### src/rtl/sndmem_map_pkg.sv
`timescale 1ns/1ps
package sndmem_map_pkg;

  localparam int unsigned LINE_LG   = 5;   // 32-byte lines
  localparam int unsigned FOLD_LG   = 9;   // folding boundary at 512 bytes
  localparam int unsigned WINDOW_LG = 26;  // 64 MB mirror window
  localparam int unsigned STORE_LG  = 24;  // 16 MB physical store
  localparam int unsigned BASE_LG   = 21;  // capacity of code 0 is 2 MB
  localparam int unsigned TOP_CODE  = 4;   // codes above this alias to it

  typedef enum logic [1:0] {
    MAP_FOLD    = 2'd0,
    MAP_IDENT   = 2'd1,
    MAP_SQUEEZE = 2'd2
  } map_kind_e;

  function automatic logic [2:0] clamp_code(input logic [2:0] code);
    return (code > 3'(TOP_CODE)) ? 3'(TOP_CODE) : code;
  endfunction

  function automatic map_kind_e kind_of(input logic [2:0] code);
    logic [2:0] c;
    c = clamp_code(code);
    if (c < 3'd3)      return MAP_FOLD;
    else if (c == 3'd3) return MAP_IDENT;
    else               return MAP_SQUEEZE;
  endfunction

  // capacity in bytes, one bit wider than the window so 32 MB fits comfortably
  function automatic logic [WINDOW_LG:0] cap_of(input logic [2:0] code);
    return (WINDOW_LG+1)'(1) << (BASE_LG + 32'(clamp_code(code)));
  endfunction

  // insert a zero at bit FOLD_LG
  function automatic logic [STORE_LG-1:0] fold_addr(input logic [WINDOW_LG-1:0] m);
    logic [WINDOW_LG:0] t;
    t = {m[WINDOW_LG-1:FOLD_LG], 1'b0, m[FOLD_LG-1:0]};
    return t[STORE_LG-1:0];
  endfunction

  // drop bit STORE_LG-2 (bit 22)
  function automatic logic [STORE_LG-1:0] squeeze_addr(input logic [WINDOW_LG-1:0] m);
    logic [WINDOW_LG-2:0] t;
    t = {m[WINDOW_LG-1:STORE_LG-1], m[STORE_LG-3:0]};
    return t[STORE_LG-1:0];
  endfunction

endpackage

### src/rtl/sndmem_pre_mask.sv
`timescale 1ns/1ps
module sndmem_pre_mask #(
  parameter int unsigned LOG_W = 32,
  parameter int unsigned WIN_W = 26,
  parameter int unsigned LN_LG = 5
) (
  input  logic [LOG_W-1:0] addr_i,
  output logic [WIN_W-1:0] masked_o,
  output logic             alias_hi_o,
  output logic             line_off_o
);
  always_comb begin
    masked_o   = {addr_i[WIN_W-1:LN_LG], {LN_LG{1'b0}}};
    alias_hi_o = |addr_i[LOG_W-1:WIN_W];
    line_off_o = |addr_i[LN_LG-1:0];
  end
endmodule

### src/rtl/sndmem_range_chk.sv
`timescale 1ns/1ps
module sndmem_range_chk
  import sndmem_map_pkg::*;
#(
  parameter int unsigned WIN_W = 26,
  parameter int unsigned SEL_W = 3
) (
  input  logic [WIN_W-1:0] masked_i,
  input  logic [SEL_W-1:0] size_sel_i,
  output logic             over_o
);
  logic [WIN_W:0] cap_w;
  always_comb begin
    cap_w  = cap_of(size_sel_i);
    over_o = {1'b0, masked_i} >= cap_w;
  end
endmodule

### src/rtl/sndmem_remap.sv
`timescale 1ns/1ps
module sndmem_remap
  import sndmem_map_pkg::*;
#(
  parameter int unsigned WIN_W = 26,
  parameter int unsigned PHY_W = 24,
  parameter int unsigned SEL_W = 3
) (
  input  logic [WIN_W-1:0] masked_i,
  input  logic [SEL_W-1:0] size_sel_i,
  input  logic             over_i,
  output logic [PHY_W-1:0] phys_o,
  output logic             hit_o
);
  map_kind_e        kind_w;
  logic [PHY_W-1:0] fold_w, ident_w, squeeze_w, pick_w;

  always_comb begin
    kind_w    = kind_of(size_sel_i);
    fold_w    = fold_addr(masked_i);
    ident_w   = masked_i[PHY_W-1:0];
    squeeze_w = squeeze_addr(masked_i);
    unique case (kind_w)
      MAP_FOLD:    pick_w = fold_w;
      MAP_IDENT:   pick_w = ident_w;
      default:     pick_w = squeeze_w;
    endcase
    hit_o  = ~over_i;
    phys_o = over_i ? '0 : pick_w;
  end
endmodule

### src/rtl/sndmem_out_stage.sv
`timescale 1ns/1ps
module sndmem_out_stage #(
  parameter int unsigned W       = 25,
  parameter bit          OUT_REG = 1'b1
) (
  input  logic         clk_i,
  input  logic         rst_ni,
  input  logic [W-1:0] d_i,
  output logic [W-1:0] q_o
);
  generate
    if (OUT_REG) begin : g_reg
      logic [W-1:0] q_r;
      always_ff @(posedge clk_i) begin
        if (!rst_ni) q_r <= '0;
        else         q_r <= d_i;
      end
      assign q_o = q_r;
    end else begin : g_comb
      assign q_o = d_i;
    end
  endgenerate
endmodule

### src/rtl/sndmem_addr_map.sv
`timescale 1ns/1ps
module sndmem_addr_map
  import sndmem_map_pkg::*;
#(
  parameter int unsigned LOG_W   = 32,
  parameter int unsigned SEL_W   = 3,
  parameter bit          OUT_REG = 1'b1
) (
  input  logic                clk_i,
  input  logic                rst_ni,
  input  logic [LOG_W-1:0]    log_addr_i,
  input  logic [SEL_W-1:0]    size_sel_i,
  output logic [STORE_LG-1:0] phys_addr_o,
  output logic                hit_o
);
  localparam int unsigned WIN_W = WINDOW_LG;
  localparam int unsigned PHY_W = STORE_LG;
  localparam int unsigned OUT_W = PHY_W + 1;

  logic [WIN_W-1:0] masked_w;
  logic             alias_hi_w, line_off_w, over_w, comb_hit_w;
  logic [PHY_W-1:0] comb_phys_w;
  logic [OUT_W-1:0] stage_q_w;

  sndmem_pre_mask #(.LOG_W(LOG_W), .WIN_W(WIN_W), .LN_LG(LINE_LG)) u_mask (
    .addr_i(log_addr_i), .masked_o(masked_w),
    .alias_hi_o(alias_hi_w), .line_off_o(line_off_w)
  );

  sndmem_range_chk #(.WIN_W(WIN_W), .SEL_W(SEL_W)) u_range (
    .masked_i(masked_w), .size_sel_i(size_sel_i), .over_o(over_w)
  );

  sndmem_remap #(.WIN_W(WIN_W), .PHY_W(PHY_W), .SEL_W(SEL_W)) u_remap (
    .masked_i(masked_w), .size_sel_i(size_sel_i), .over_i(over_w),
    .phys_o(comb_phys_w), .hit_o(comb_hit_w)
  );

  sndmem_out_stage #(.W(OUT_W), .OUT_REG(OUT_REG)) u_stage (
    .clk_i(clk_i), .rst_ni(rst_ni),
    .d_i({comb_hit_w, comb_phys_w}), .q_o(stage_q_w)
  );

  assign hit_o       = stage_q_w[OUT_W-1];
  assign phys_addr_o = stage_q_w[PHY_W-1:0];
endmodule

### config.mk
export PLATFORM = sky130hd
export DESIGN_NAME = sndmem_addr_map
export DESIGN_NICKNAME = d
export VERILOG_FILES = /design/src/rtl/sndmem_map_pkg.sv /design/src/rtl/sndmem_pre_mask.sv /design/src/rtl/sndmem_range_chk.sv /design/src/rtl/sndmem_remap.sv /design/src/rtl/sndmem_out_stage.sv /design/src/rtl/sndmem_addr_map.sv
export SDC_FILE = /design/constraint.sdc
export NUM_CORES = 1
export LEC_CHECK = 0
export ABC_AREA = 1
export BUFFER_PORTS_ARGS = -buffer_cell sky130_fd_sc_hd__buf_2
export CORE_UTILIZATION = 46
export CTS_BUF_LIST = sky130_fd_sc_hd__clkbuf_8
export DETAILED_ROUTE_END_ITERATION = 16
export PLACE_DENSITY = 0.86
export SYNTH_ARGS = -nofsm -noshare
export SYNTH_HDL_FRONTEND = slang
export SYNTH_SLANG_ARGS = --single-unit
### constraint.sdc
create_clock -name clk_i -period 3.7 [get_ports clk_i]
set_input_delay 0.74 -clock clk_i [delete_from_list [all_inputs] [get_ports clk_i]]
set_output_delay 0.74 -clock clk_i [all_outputs]
set_load 0.05 [all_outputs]
==> run_results.csv <==
group,metric,value,unit
status,status,"finished, final reports clean",
worst_setup_path,critPathKind,"primary input to flip-flop",
finish,drive_gt1_share,32.9,%
timing,fin_tns_setup,0,ns
finish,syn_to_final_growth,25.5,%
routing,routedWlPerCell,9.74,µm
die,fp.dieH,47.8,µm
clocking,cts_hold_buf,0,
finish,largest_reg_flops,20,
yosys,synth.cell_area,966,µm²
finish,insertedDiodeCount,0,
yosys,synth_most_common_cell,"nand2_1",
timing,rsz0062_at_grt,"no",
routing,routed_wl,1.89,mm
clocking,cts_max_path_buffers,2,
yosys,ys_seq_area_share,41.5,%
placed_design,place_ws,0.595,ns
timing,period_share,76.8,%
clocking,cts_tree,"done",
clocking,ctsResizeCount,0,
clocking,numCtsBuffers,3,
yosys,synth_warnings,0,
yosys,yosysTopAreaCell,"dfxtp_1",
timing,hold_viol_final,0,
die,core_area,0.00196,mm²
routing,dr.pass1.iters,4,
finish,instances_no_fill,194,
routing,drtIter0Drc,10,
grt,antenna_found_initial,0,
placed_design,place_congestion,0.739,
placed_design,post-dp-hpwl,1.50,mm
clocking,cts_htree_levels,1,
routing,num_vias,895,
die,io_pins,62,
hold_path,worstHoldPathCells,3,
die,dieArea,0.00229,mm²
routing,drc,0,
clocking,cts.sinks,20,
yosys,synth-main-ff-cell,"dfxtp_1",
grt,grt_pass1_vias,700,
yosys,synth_top_area_share,41.5,%
finish,fin_nets,214,
worst_setup_path,cp_max_fo,20,
timing,slew_headroom,56.5,%
yosys,synth_area_leaders,"dfxtp_1 (41%), nand2_1 (12%), ha_1 (10%)",
grt,grt_pass1_wl,2.66,mm
clocking,postCtsSetupBuffers,0,
worst_setup_path,end_kind,"flip-flop",
flow_run,cap_violations,0,
yosys,post_synth.cell_area_avg,7.73,µm²
routing,viasPerCell,4.61,
die,initial_core_util,49.2,%
timing,drv_slew,0,
clocking,clkTransAtPathRegs,0.07,ns
timing,setup_violations,0,
yosys,synth-edff-count,0,
yosys,synth_cells,125,
timing,worst_slew_pin_slew,0.651,ns
placed_design,dpl.cell_count,191,
hold_path,holdCritPathClass,"primary input to flip-flop",
yosys,synth-seq-cells,20,
die,rows,16,
yosys,yosys-top-cells-count,"nand2_1 (32), dfxtp_1 (20), inv_1 (14), a21oi_1 (12)",
grt,grt-ovfl-total,0,
worst_setup_path,crit_required,3.81,ns
yosys,synthArstFlopShare,0,%
grt,grt_max_degree,21,
yosys,ys_types,22,
worst_setup_path,crit_arrival,2.95,ns
timing,layout_setup_ws,0.857,ns
clocking,cts-root-buf,"clkbuf_8",
grt,grtUsageTotal,16.4,%
timing,clock.fmax,0.352,GHz
timing,whs,0.694,ns
worst_setup_path,start_kind,"primary input",
die,chipWidth,47.8,µm
pwr,p_per_area,416,mW/mm²
pwr,irDropWorstVdd,0.000198,V
routing,ant_nets,0,
placed_design,portBuffers,45,
pwr,leakagePower,0.681,nW
timing,post-route-min-period,2.84,ns
-- metrics by stage --
step	total power (W)	cell area, µm²	util, %
after floorplan	0.000342	981	-
after global placement	0.000369	1170	59.7
after detailed placement	0.000373	1170	59.7
after CTS	0.000505	1210	61.8
after global routing	0.000528	1210	61.8
final	0.000504	1210	61.8
-- worst paths after layout --
path                          start  slack [ns]                         end
worst max-delay path  size_sel_i[0]        0.86  u_stage.q_o[13]$_SDFF_PP0_
worst min-delay path  log_addr_i[6]        0.69   u_stage.q_o[6]$_SDFF_PP0_
-- worst max-delay path, cell delays in order --
cell	delay [ns]
buf_2	0.13
inv_1	0.08
nor3_1	0.34
ha_1	0.30
inv_1	0.09
nand4_1	0.10
ha_1	0.30
nand2_1	0.05
o21ai_0	0.17
nand2_1	0.07
nand2_1	0.49
a21oi_1	0.09
-- routing by layer --
metal | part of all wire, % | GRT usage, %
met5 | 0 | 0
met4 | 0 | 6.67
met3 | 5.8 | 2.26
met2 | 52 | 30.3
met1 | 42 | 18.8
-- final cells by class --
type | instances | area, µm²
clock buffer | 3 | 41.3
fill | 207 | 749
inverter | 15 | 56.3
multi-input combinational | 84 | 455
sequential | 20 | 400
tap | 27 | 33.8
timing repair buffer | 45 | 225
-- cell families (layout without fill, tap and decap cells) --
logic type | Yosys count | after routing | share of synthesized area, %
compound gates | 21 | 21 | 13.5
fa+ha+maj | 8 | 8 | 10.4
buf+inv | 25 | 63 | 13.0
simple gates | 50 | 50 | 21.4
other cells | 1 | 5 | 0.388
flops | 20 | 20 | 41.5
-- power by group --
part | internal (W) | total (W) | switching [W]
logic | 0.0000349 | 0.000136 | 0.000101
registers | 0.000229 | 0.000232 | 0.00000289
clock network | 0.0000723 | 0.000136 | 0.0000641
-- placed cells by master, fill, tap and decap left out --
cell type and n:
dfxtp_1 20, nor2_1 8, nand4_1 3, a211oi_1 1
nand3_1 4, buf_2 45, o21ai_0 1, clkbuf_8 3
nor3_1 1, inv_2 1, o21bai_1 2, ha_1 8
conb_1 5, or2_2 2, a21oi_1 12, nand2_1 32
inv_1 14, a21o_1 1, o21ai_2 1, a21oi_2 3
Power figures use the tool's default switching activity.
